==> src/rtl/cgc_pkg.sv <==
package cgc_pkg;
  typedef enum logic [2:0] {
    ST_IDLE,
    ST_SEEK,
    ST_OPEN,
    ST_DONE,
    ST_FAIL
  } cgc_state_e;
endpackage

==> src/rtl/cgc_width_meter.sv <==
// Quantises each high stretch of a level and emits a registered event with its width.
module cgc_width_meter #(
  parameter int W = 8
) (
  input  logic         clk_i,
  input  logic         rst_ni,
  input  logic         lvl_i,
  output logic         ev_o,
  output logic [W-1:0] width_o
);
  localparam logic [W-1:0] MAX_W = {W{1'b1}};
  localparam logic [W-1:0] ONE_W = {{(W-1){1'b0}}, 1'b1};

  logic         lvl_q;
  logic [W-1:0] run_q;
  logic         fall;

  assign fall = lvl_q & ~lvl_i;

  always_ff @(posedge clk_i or negedge rst_ni) begin
    if (!rst_ni) begin
      lvl_q   <= 1'b0;
      run_q   <= '0;
      ev_o    <= 1'b0;
      width_o <= '0;
    end else begin
      lvl_q <= lvl_i;
      ev_o  <= fall;
      if (fall) width_o <= run_q;
      if (lvl_i) begin
        if (!lvl_q)            run_q <= ONE_W;
        else if (run_q != MAX_W) run_q <= run_q + ONE_W;
      end
    end
  end
endmodule

==> src/rtl/cgc_pulse_acc.sv <==
// Counts rising edges of a pulse input while enabled; synchronous clear.
module cgc_pulse_acc #(
  parameter int CW = 32
) (
  input  logic          clk_i,
  input  logic          rst_ni,
  input  logic          clr_i,
  input  logic          en_i,
  input  logic          pulse_i,
  output logic [CW-1:0] cnt_o
);
  logic pulse_q;

  always_ff @(posedge clk_i or negedge rst_ni) begin
    if (!rst_ni) begin
      pulse_q <= 1'b0;
      cnt_o   <= '0;
    end else begin
      pulse_q <= pulse_i;
      if (clr_i)                          cnt_o <= '0;
      else if (en_i && pulse_i && !pulse_q) cnt_o <= cnt_o + {{(CW-1){1'b0}}, 1'b1};
    end
  end
endmodule

==> src/rtl/cgc_gate_ctrl.sv <==
// Arming, opening-event selection, width match closing and timeout.
module cgc_gate_ctrl
  import cgc_pkg::*;
#(
  parameter int WIDTH_W = 8,
  parameter int SEL_W   = 4,
  parameter int MINEV_W = 4,
  parameter int TMO_W   = 24
) (
  input  logic               clk_i,
  input  logic               rst_ni,
  input  logic               arm_i,
  input  logic [SEL_W-1:0]   sel_n_i,
  input  logic [MINEV_W-1:0] min_ev_i,
  input  logic [TMO_W-1:0]   timeout_i,
  input  logic               ev_i,
  input  logic [WIDTH_W-1:0] width_i,
  input  logic               ready_i,
  output logic               clr_o,
  output logic               gate_o,
  output logic               valid_o,
  output logic               err_o,
  output logic [WIDTH_W-1:0] width_hold_o
);
  localparam logic [SEL_W:0]   ONE_S = {{SEL_W{1'b0}}, 1'b1};
  localparam logic [MINEV_W:0] ONE_M = {{MINEV_W{1'b0}}, 1'b1};
  localparam logic [MINEV_W-1:0] GMAX = {MINEV_W{1'b1}};

  cgc_state_e         state_q;
  logic [SEL_W-1:0]   seen_q;
  logic [MINEV_W-1:0] gcnt_q;
  logic [TMO_W-1:0]   tcnt_q;

  logic [SEL_W:0]   seen_nx, eff_n;
  logic [MINEV_W:0] gcnt_nx, eff_min;
  logic             match;

  always_comb begin
    seen_nx = {1'b0, seen_q} + ONE_S;
    eff_n   = (sel_n_i == '0) ? ONE_S : {1'b0, sel_n_i};
    gcnt_nx = {1'b0, gcnt_q} + ONE_M;
    eff_min = (min_ev_i == '0) ? ONE_M : {1'b0, min_ev_i};
    match   = ev_i && (width_i == width_hold_o) && (gcnt_nx >= eff_min);
  end

  assign clr_o   = (state_q == ST_IDLE) && arm_i;
  assign gate_o  = (state_q == ST_OPEN);
  assign valid_o = (state_q == ST_DONE);
  assign err_o   = (state_q == ST_FAIL);

  always_ff @(posedge clk_i or negedge rst_ni) begin
    if (!rst_ni) begin
      state_q      <= ST_IDLE;
      seen_q       <= '0;
      gcnt_q       <= '0;
      tcnt_q       <= '0;
      width_hold_o <= '0;
    end else begin
      unique case (state_q)
        ST_IDLE: if (arm_i) begin
          state_q <= ST_SEEK;
          seen_q  <= '0;
        end
        ST_SEEK: if (ev_i) begin
          if (seen_nx >= eff_n) begin
            state_q      <= ST_OPEN;
            width_hold_o <= width_i;
            gcnt_q       <= '0;
            tcnt_q       <= '0;
          end else begin
            seen_q <= seen_nx[SEL_W-1:0];
          end
        end
        ST_OPEN: begin
          if (match)                    state_q <= ST_DONE;
          else if (tcnt_q >= timeout_i) state_q <= ST_FAIL;
          else begin
            tcnt_q <= tcnt_q + {{(TMO_W-1){1'b0}}, 1'b1};
            if (ev_i && gcnt_q != GMAX) gcnt_q <= gcnt_nx[MINEV_W-1:0];
          end
        end
        ST_DONE, ST_FAIL: if (ready_i) state_q <= ST_IDLE;
        default: state_q <= ST_IDLE;
      endcase
    end
  end
endmodule

==> src/rtl/coin_gate_counter.sv <==
module coin_gate_counter #(
  parameter int WIDTH_W = 8,
  parameter int CNT_W   = 32,
  parameter int SEL_W   = 4,
  parameter int MINEV_W = 4,
  parameter int TMO_W   = 24
) (
  input  logic               clk_i,
  input  logic               rst_ni,
  input  logic               arm_i,
  input  logic [SEL_W-1:0]   sel_n_i,
  input  logic [MINEV_W-1:0] min_ev_i,
  input  logic [TMO_W-1:0]   timeout_i,
  input  logic               coin_i,
  input  logic               ref_pulse_i,
  input  logic               meas_pulse_i,
  output logic               gate_o,
  output logic               res_valid_o,
  input  logic               res_ready_i,
  output logic               res_err_o,
  output logic [CNT_W-1:0]   res_ref_cnt_o,
  output logic [CNT_W-1:0]   res_meas_cnt_o,
  output logic [WIDTH_W-1:0] res_width_o
);
  localparam int NCH = 2;

  logic               ev;
  logic [WIDTH_W-1:0] ev_width;
  logic               clr;
  logic [NCH-1:0]     pulse_vec;
  logic [CNT_W-1:0]   cnt_arr [NCH];

  assign pulse_vec = {meas_pulse_i, ref_pulse_i};

  cgc_width_meter #(.W(WIDTH_W)) u_width (
    .clk_i   (clk_i),
    .rst_ni  (rst_ni),
    .lvl_i   (coin_i),
    .ev_o    (ev),
    .width_o (ev_width)
  );

  cgc_gate_ctrl #(
    .WIDTH_W(WIDTH_W), .SEL_W(SEL_W), .MINEV_W(MINEV_W), .TMO_W(TMO_W)
  ) u_ctrl (
    .clk_i        (clk_i),
    .rst_ni       (rst_ni),
    .arm_i        (arm_i),
    .sel_n_i      (sel_n_i),
    .min_ev_i     (min_ev_i),
    .timeout_i    (timeout_i),
    .ev_i         (ev),
    .width_i      (ev_width),
    .ready_i      (res_ready_i),
    .clr_o        (clr),
    .gate_o       (gate_o),
    .valid_o      (res_valid_o),
    .err_o        (res_err_o),
    .width_hold_o (res_width_o)
  );

  for (genvar ch = 0; ch < NCH; ch++) begin : g_chan
    cgc_pulse_acc #(.CW(CNT_W)) u_acc (
      .clk_i   (clk_i),
      .rst_ni  (rst_ni),
      .clr_i   (clr),
      .en_i    (gate_o),
      .pulse_i (pulse_vec[ch]),
      .cnt_o   (cnt_arr[ch])
    );
  end

  assign res_ref_cnt_o  = cnt_arr[0];
  assign res_meas_cnt_o = cnt_arr[1];
endmodule

==> config.mk <==
export PLATFORM = sky130hd
export DESIGN_NAME = coin_gate_counter
export DESIGN_NICKNAME = d
export VERILOG_FILES = /design/src/rtl/cgc_pkg.sv /design/src/rtl/cgc_width_meter.sv /design/src/rtl/cgc_pulse_acc.sv /design/src/rtl/cgc_gate_ctrl.sv /design/src/rtl/coin_gate_counter.sv
export SDC_FILE = /design/constraint.sdc
export NUM_CORES = 1
export LEC_CHECK = 0
export CAP_MARGIN = 25
export CELL_PAD_IN_SITES_DETAIL_PLACEMENT = 1
export CELL_PAD_IN_SITES_GLOBAL_PLACEMENT = 2
export CORE_ASPECT_RATIO = 0.8
export CORE_MARGIN = 2
export CORE_UTILIZATION = 36
export CTS_CLUSTER_DIAMETER = 80
export DETAILED_ROUTE_END_ITERATION = 12
export PLACE_DENSITY_LB_ADDON = 0.2
export SYNTH_ARGS = -nofsm -noshare
export SYNTH_HDL_FRONTEND = slang
export SYNTH_SLANG_ARGS = --single-unit
==> constraint.sdc <==
create_clock -name clk_i -period 4.6 [get_ports clk_i]
set_input_delay 0.92 -clock clk_i [delete_from_list [all_inputs] [get_ports clk_i]]
set_output_delay 0.92 -clock clk_i [all_outputs]
set_load 0.01 [all_outputs]
* After elaboration in Yosys (flattened, before gate mapping)
Index checks and enable logic that the tools add are counted.
** Word-level totals
- Register bits after elaboration :: 127
- Logic and storage cells :: 95
- Output and inout bits :: 75
- Bits of input ports :: 39
** Cells by class
- Bitwise operators :: 2
- Mux-type cells :: 30
- Equality and inequality tests :: 17
- $lt $le $gt $ge :: 3
- Add/subtract/negate cells :: 6
- Reduce and logical (&&, ||, !) cells :: 24
** Operator list (number)
- 32-bit two-way mux :: 4
- 24-bit two-way mux :: 4
- 32-bit by 1-bit adder with 32-bit output (second input constant) :: 2
- 24-bit one-hot mux with 2 select lines :: 1
- 4-bit two-way mux :: 10
- 24-bit by 1-bit adder with 24-bit output (second input constant) :: 1
- 24-bit greater-or-equal comparator :: 1
- 3-bit two-way mux :: 6
- 8-bit two-way mux :: 2
- 2-bit != test (second input constant) :: 8
- 4-bit one-hot mux with 2 select lines :: 2
- 3-bit one-hot mux with 4 select lines :: 1
- 4-bit by 1-bit adder with 5-bit output (second input constant) :: 2
- 5-bit greater-or-equal comparator :: 2
- 5-bit AND reduction :: 2
- 8-bit by 1-bit adder with 8-bit output (second input constant) :: 1
- 8-bit equality test :: 1
- 1-bit logical AND :: 8
- 4-bit zero test :: 2
- 8-bit != test (second input constant) :: 1
- 2-bit nonzero test :: 4
- 3-bit by 2-bit equality test with 1-bit output (second input constant) :: 2
- 6-bit AND reduction :: 1
- 4-bit != test (second input constant) :: 1
- 12 further kinds :: 13

* Longest topological paths before layout
Gate-level depths: netlist of run 1.
- Depth after elaboration :: 6
- Depth in mapped cells :: 12
- Mapped depth without buffers :: 10

* Cells and area by module
From an unflattened synthesis of run 1, not the netlist that was laid out.
** Second synthesis, totals
- Cell total of the unflattened synthesis :: 819
- Area, all modules :: 7574.8 um2
** By module, submodules not included
- cgc_pulse_acc :: cells an instance 187, sequential area each 825.8 um2, instances 2, area an instance 1783.0 um2
- cgc_gate_ctrl :: cells an instance 376, sequential area each 1076.0 um2, instances 1, area an instance 3180.6 um2
- cgc_width_meter :: cells an instance 69, sequential area each 450.4 um2, instances 1, area an instance 828.3 um2

* Worst setup path before layout of run 1
No wires, ideal clock.
- Kind :: input port to flip-flop
- Start point :: in min_ev_i[2]
- End point :: reg u_ctrl.gcnt_q[3]
- Required time :: 4472 ps
- Slack :: 1326 ps
- Data arrival time :: 3146 ps
- Stages on the path :: 10
- Library setup time :: 128 ps
- Path buffers :: 0
- Cell sequence :: inv_1 > a31o_2 > ha_1 > nand2b_4 > a211oi_2 > o21ai_2 > a2111oi_4 > nand3_1 > a31oi_2 > mux2_1
** On the way
- Word-level cells in the longest chain between the ends :: 6
** Ends and longest elaborated chain
- from (decl) :: RTL line coin_gate_counter.sv:12 : input logic [MINEV_W-1:0] min_ev_i,
- 4-bit zero test :: RTL line cgc_gate_ctrl.sv:42 : eff_min = (min_ev_i == '0) ? ONE_M : {1'b0, min_ev_i};
- 4-bit two-way mux * :: RTL line cgc_gate_ctrl.sv:42
- 5-bit greater-or-equal comparator * :: RTL line cgc_gate_ctrl.sv:43 : match = ev_i && (width_i == width_hold_o) && (gcnt_nx >= eff_min);
- 1-bit logical AND * :: RTL line cgc_gate_ctrl.sv:43
- 2-bit != test (no line) *
- 6-bit AND reduction (no line) *
- to (signal assigned) :: RTL line cgc_gate_ctrl.sv:79 : if (ev_i && gcnt_q != GMAX) gcnt_q <= gcnt_nx[MINEV_W-1:0];
- to (decl) :: RTL line cgc_gate_ctrl.sv:31 : logic [MINEV_W-1:0] gcnt_q;
Every way passes the cells marked *; elsewhere a longest branch is shown, timed or not.
A chain may end at the register's enable or synchronous reset.

* Final worst setup path of run 1
- Start point :: in min_ev_i[2]
- End point :: reg u_ctrl.tcnt_q[23]
** On the way
- Word-level cells in the longest chain between the ends :: 6
** Ends and longest elaborated chain
- 4-bit zero test :: RTL line cgc_gate_ctrl.sv:42
- 4-bit two-way mux * :: RTL line cgc_gate_ctrl.sv:42
- 5-bit greater-or-equal comparator * :: RTL line cgc_gate_ctrl.sv:43
- 1-bit logical AND * :: RTL line cgc_gate_ctrl.sv:43
- 2-bit != test (no line) *
- 5-bit AND reduction (no line) *
- to (signal assigned) :: RTL line cgc_gate_ctrl.sv:78 : tcnt_q <= tcnt_q + {{(TMO_W-1){1'b0}}, 1'b1};
- to (decl) :: RTL line cgc_gate_ctrl.sv:32 : logic [TMO_W-1:0] tcnt_q;
Marks and branches as above.

==> flow_summary.toml, run 1 <==
[final_layout]
final_nets = 944
fill_cells = 2209
drive_gt1_share_pct = 7.73
diodes = 0
stdcell_count = 1138
area_growth_pct = 29.2
seq_area_sq_um = 3180
multi_input_area_sq_um = 3580

[setup_path]
rr_endpoint = "u_ctrl.tcnt_q[23]"
reg2reg_from = "u_ctrl.gcnt_q[0]"
cp.required_ns = 4.96
path_max_fanout = 13
arrival_ns = 4.04
endpoint_kind = "register"
cp-startpoint = "min_ev_i[2]"
worst_setup_path_start_kind = "input port"
criticalPathCategory = "input port to register"
endpoint = "u_ctrl.tcnt_q[23]"
r2r_slack_ns = 1.40
rr_worst_depth = 9

[placed_design]
dp.cells = 1105
port_buffers = 113
dp_hpwl_um = 13800
dp_slack_ns = 0.234
place.gp.congestion = 0.778

[timing]
max-slew-margin-rel_pct = 43.2
report.final.slew_viol_count = 0
hold_viol_final = 0
hold-worst-slack_ns = 0.516
clock.fmax_mhz = 271
grt_setup_unrepaired = "false"
finalSetupTns_ns = 0
fin_crit_ns = 3.69
post-route-worst-setup-slack_ns = 0.913
worstMarginPinSlew_ns = 0.853
setup_viol = 0
clock_skew_ns = 0.0112
period_share_pct = 80.1

[clocking]
clk_pin_slew_worst_paths_ns = 0.06
clk_latency_ns = 0.43
postCtsHoldBufs = 0
cts_max_path_buffers = 2
cts_made_buffers = 17
cts_tree = "done"
ctsResizeCount = 0
cts_root_buf = "clkbuf_16"
postCtsSetupBuffers = 0
htreeDepth = 4
cts.sinks = 127

[die]
num_rows = 45
dieArea_sq_um = 20600
boundaryPins = 114
dieWidth_um = 160
fp.coreArea_sq_um = 19000
dieHeight_um = 129
initial_core_util_pct = 36.8

[grt]
grt_overflow = 0
track_usage_pct = 19.3
grt_max_degree = 66
antenna_found_initial = 0
grt_pass1_vias = 6297
grt_pass1_wl_um = 32000

[detailed_routing]
num_vias = 5933
antenna_left = 0
wl_per_cell_um = 16.5
drt_iter0_drc = 302
drt-total-wl_um = 18800
first_pass_iters = 4
drc_errors = 0
vias_per_cell = 5.21

[power_and_ir_drop]
p_int_uw = 2410
power_density_nw_per_um2 = 385
peakVddDrop_mv = 0.211
switchingPower_uw = 1070
clkPwrFrac_pct = 40.7
comb_power_share_pct = 20.1
p_leak_uw = 0.00407
pwr-share-seq_pct = 39.2
swShare_pct = 30.8

[yosys]
synth_cell_types = 59
yosysTopAreaCellShare_pct = 45.4
ys.flop_type = "dfrtp_1"
synth.avg_cell_area_sq_um = 9.34
synth_largest_area_cell = "dfrtp_1"
synth.most_common_cell = "dfrtp_1"
yosysSeqAreaShare_pct = 45.4
synth_edf_count = 0
synth_commonest_cells = "dfrtp_1 (127), nand2_1 (88), nor2_1 (80)"
syn_nets = 827
synth_area_sq_um = 7010
ys_seq_elements = 127
synth_area_leaders = "dfrtp_1 (45%), ha_1 (6.8%), xor2_1 (5.1%)"
syn_inst = 750
yosys_warnings = 0
synthArstFlopShare_pct = 100

[run_status]
status = "finished, final reports clean"

[run]
cap_violations = 0

[min_path]
hp-class = "register to register"
==> power groups by stage <==
stage	Clock [uW]	Sequential [uW]	Combinational, uW
floorplan	0	1330	474
global placement	0	1370	671
detailed placement	0	1380	707
CTS	1460	1360	714
global route	1500	1380	795
finish	1420	1360	700
==> kinds of logic after synthesis <==
kind of cell / synth area share [%]
AO/OA/AOI/OAI: 10.1
adder cells (fa/ha/maj): 6.79
multiplexers: 2.34
AND/OR/NAND/NOR: 23.1
buffers and inverters: 3.70
XOR/XNOR: 8.63
flip-flops: 45.4
==> metal layers <==
layer	track usage, %	up-vias	wire (um)
li1	-	2839	-
met1	26.2	2976	9110
met2	31.1	89	8730
met3	3.84	29	559
met4	7.00	0	350
met5	0	-	0
==> registers in the layout, summed over array words and instances (netlist names) <==
register and flops:
u_width.lvl_q 1, u_ctrl.state_q 3, u_ctrl.gcnt_q 4, u_width.run_q 8
u_ctrl.width_hold_o 8, u_width.width_o 8, u_width.ev_o 1, u_ctrl.seen_q 4
g_chan.u_acc.cnt_o 64, g_chan.u_acc.pulse_q 2, u_ctrl.tcnt_q 24
==> critical path, stage by stage <==
cell             delay (ns)
clkdlybuf4s50_1        0.46
inv_1                  0.06
a31o_2                 0.25
ha_1                   0.26
nand2b_4               0.14
a211oi_2               0.24
o21ai_2                0.15
a2111oi_4              0.61
nand4_2                0.37
or3_1                  0.44
a21oi_1                0.14
==> placed cells by master, fill, tap and decap left out, drive strengths merged, types with 2 or more instances in the layout <==
master / synthesis / layout
and4: 8 / 8
and3: 12 / 12
a211oi: 3 / 3
buf: 4 / 7
o2bb2ai: 2 / 2
nor3: 5 / 5
o31ai: 6 / 6
and2: 3 / 3
nor2: 80 / 80
a2111oi: 2 / 2
xnor2: 28 / 28
bufinv: 0 / 3
nand3: 45 / 45
a31o: 2 / 2
dfrtp: 127 / 127
a21oi: 37 / 37
nand2b: 5 / 5
clkdlybuf4s50: 0 / 112
o21ai: 41 / 41
clkbuf: 17 / 18
or4: 5 / 5
or3: 24 / 24
xor2: 41 / 41
nand2: 89 / 89
a21o: 4 / 4
nand4: 27 / 27
nor3b: 3 / 3
nor2b: 8 / 8
inv: 46 / 52
nor4: 4 / 4
o211ai: 2 / 2
a31oi: 4 / 4
o21a: 2 / 2
clkinv: 0 / 4
mux2: 11 / 11
ha: 38 / 38
mux2i: 4 / 4
==> area by class of cell <==
type	instances	share of cell area (%)
well taps	258	3.57
clock buffers	18	4.85
inverters	46	1.91
repair buffers	119	13.1
clock inverters	14	1.96
flip-flops and latches	127	35.1
multi-input cells	556	39.5
==> per-stage QoR <==
stage,power (uW),util (%),instance area [sq um]
finish,3480,47.6,9050
global route,3680,47.6,9050
CTS,3540,47.5,9050
detailed placement,2090,44.3,8430
global placement,2050,44.3,8430
floorplan,1800,-,7010
==> worst min path at each step <==
stage | slack, ns | start | depth (start not counted) | end
global route | 0.57 | u_width.width_o[1] | 2 | u_ctrl.width_hold_o[1]
global placement | 0.50 | u_width.width_o[5] | 2 | u_ctrl.width_hold_o[5]
detailed placement | 0.51 | u_width.width_o[2] | 2 | u_ctrl.width_hold_o[2]
floorplan | 0.48 | u_width.width_o[1] | 2 | u_ctrl.width_hold_o[1]
finish | 0.52 | u_width.width_o[1] | 2 | u_ctrl.width_hold_o[1]
CTS | 0.53 | u_width.width_o[1] | 2 | u_ctrl.width_hold_o[1]
No activity file was read; power rests on OpenSTA's default activity.
==> inputs of run 2 (changes only) <==
Settings changed: CORE_UTILIZATION 36 to 30.
Clock period 4.6 ns to 3.2 ns, I/O delays scaled along.
==> flow_summary.toml, run 2 (synthesized netlist as in run 1, its figures left out) <==
[placed_design]
dp_slack_ns = -0.420
dp_hpwl_um = 14700
port_buffers = 113
place.gp.congestion = 0.757
dp.cells = 1181

[final_layout]
top_regs = "g_chan.u_acc.cnt_o: 64 flops, u_ctrl.tcnt_q: 24 flops"
fill_cells = 2554
seq_area_sq_um = 3180
drive_gt1_share_pct = 11.2
max_flop_register = "g_chan.u_acc.cnt_o"
diodes = 0
multi_input_area_sq_um = 3610
final_cell_mix = "dfrtp_1 (127), clkdlybuf4s50_1 (112), nand2_1 (88), nor2_1 (80), inv_1 (45)"
stdcell_count = 1214
area_growth_pct = 35.4
largest_reg_flops = 64
final_common_cell = "dfrtp_1"
final_nets = 973

[timing]
finalSetupTns_ns = 0
report.final.slew_viol_count = 0
hold_viol_final = 0
max-slew-margin-rel_pct = 42.8
grt_setup_unrepaired = "false"
clock_skew_ns = 0.0104
clock.fmax_mhz = 323
fin_crit_ns = 3.09
worstMarginPinSlew_ns = 0.852
period_share_pct = 96.6
setup_viol = 0
post-route-worst-setup-slack_ns = 0.108

[setup_path]
path_max_fanout = 4
endpoint_kind = "register"
worst_setup_path_start_kind = "input port"
cp.required_ns = 3.54
criticalPathCategory = "input port to register"
worst-path-stages = 12
path_cells = "clkdlybuf4s50_1 > inv_1 > a31o_2 > ha_1 > nand2b_4 > a211oi_2 > o21ai_2 > a2111oi_4 > buf_4 > nand2_4 > or4_4 > a21oi_2"
slowest_stage = "or4_4"
cp-startpoint = "min_ev_i[3]"
reg2reg_from = "u_ctrl.gcnt_q[0]"
crit_family = "compound AO/OA/AOI/OAI gates"
path_buf_inv = 3
arrival_ns = 3.43
rr_worst_depth = 10
slowest_delay_ns = 0.48

[min_path]
hp-class = "input port to asynchronous set/reset pin"

[grt]
antenna_found_initial = 0
grt_pass1_vias = 6291
track_usage_pct = 16.7
grt_pass1_wl_um = 33000
grt_max_degree = 66
grt_overflow = 0

[die]
fp.coreArea_sq_um = 22700
dieArea_sq_um = 24600
initial_core_util_pct = 30.9
dieWidth_um = 175
dieHeight_um = 141
num_rows = 49
boundaryPins = 114

[clocking]
htreeDepth = 4
cts_tree = "done"
cts_root_buf = "clkbuf_16"
cts.sinks = 127
clk_pin_slew_worst_paths_ns = 0.06
cts_made_buffers = 17
cts_max_path_buffers = 2
clk_latency_ns = 0.41

[detailed_routing]
num_vias = 5961
wl_per_cell_um = 16.2
first_pass_iters = 4
vias_per_cell = 4.91
antenna_left = 0
drt-total-wl_um = 19700
drc_errors = 0
drt_iter0_drc = 203

[power_and_ir_drop]
switchingPower_uw = 1510
p_int_uw = 3800
swShare_pct = 28.5
p_leak_uw = 0.00426
peakVddDrop_mv = 0.355
comb_power_share_pct = 20.3
power_density_nw_per_um2 = 560
pwr-share-seq_pct = 36.7
clkPwrFrac_pct = 42.9

[run]
cap_violations = 0

[run_status]
status = "finished, final reports clean"
run 2: changes by cell type in the layout (fill, tap and decap cells not counted), moves of 2 or more:
cell | before | now
a21oi_1 | 37 | 34
a21oi_2 | 0 | 3
buf_12 | 1 | 4
buf_4 | 6 | 30
buf_6 | 0 | 2
bufinv_16 | 3 | 7
clkinv_4 | 2 | 4
inv_6 | 6 | 1
run 2: area by class of cell:
type,count,area share (%)
Tap cell,306,4.04
Clock inverter,14,2.78
Multi-Input combinational cell,556,38.1
Inverter,46,1.82
Clock buffer,17,4.48
Sequential cell,127,33.5
Timing Repair Buffer,148,15.3
run 2: repair_timing:
item,in CTS,in global routing
setup endpoints to repair,1,10
resized for setup,0,10
pin swaps,1,6
hold buffers,0,0
setup buffers,0,2
run 2: per-stage QoR:
step | total power [uW] | utilization [%] | cell area [sq um] | hold slack [ns]
final | 5320 | 41.8 | 9490 | 0.219
after detailed placement | 3070 | 38.5 | 8740 | 0.503
after floorplan | 2590 | - | 7010 | 0.344
after CTS | 5380 | 41.6 | 9430 | 0.230
after global placement | 3010 | 38.5 | 8740 | 0.497
after global routing | 5640 | 41.8 | 9490 | 0.252
run 2: final timing paths:
check | endpoint | slack, ns
max | u_ctrl.tcnt_q[9] | 0.11
min | u_ctrl.tcnt_q[13] | 0.22
max reg2reg | u_ctrl.tcnt_q[9] | 0.30
min reg2reg | u_ctrl.width_hold_o[4] | 0.51
max in group asynchronous | g_chan[1].u_acc.cnt_o[1] | 2.10
min in group clk_i | u_ctrl.width_hold_o[4] | 0.51
run 2: worst reg2reg max path, cell delays in order (launching register included):
cell       delay [ns]
dfrtp_1          0.43
ha_1             0.28
xor2_1           0.18
ha_1             0.29
o21ai_0          0.20
o21ai_2          0.12
a2111oi_4        0.43
buf_4            0.20
nand2_4          0.06
or4_4            0.48
a21oi_2          0.15
run 2: power groups by stage:
| stage | registers, uW | logic [uW] | clock network [uW] |
|---|---|---|---|
| after global routing | 1990 | 1240 | 2410 |
| after CTS | 1960 | 1090 | 2330 |
| after detailed placement | 1980 | 1080 | 0 |
| after global placement | 1970 | 1040 | 0 |
| after floorplan | 1910 | 681 | 0 |
| final | 1950 | 1080 | 2280 |
run 2: metal layers:
layer  vias up  track usage [%]  share of wire (%)
met4         0             4.08               0.88
li1       2893                -                  -
met5         -                0                  0
met2        77             27.0                 46
met3        14             3.21                2.8
met1      2977             23.1                 50
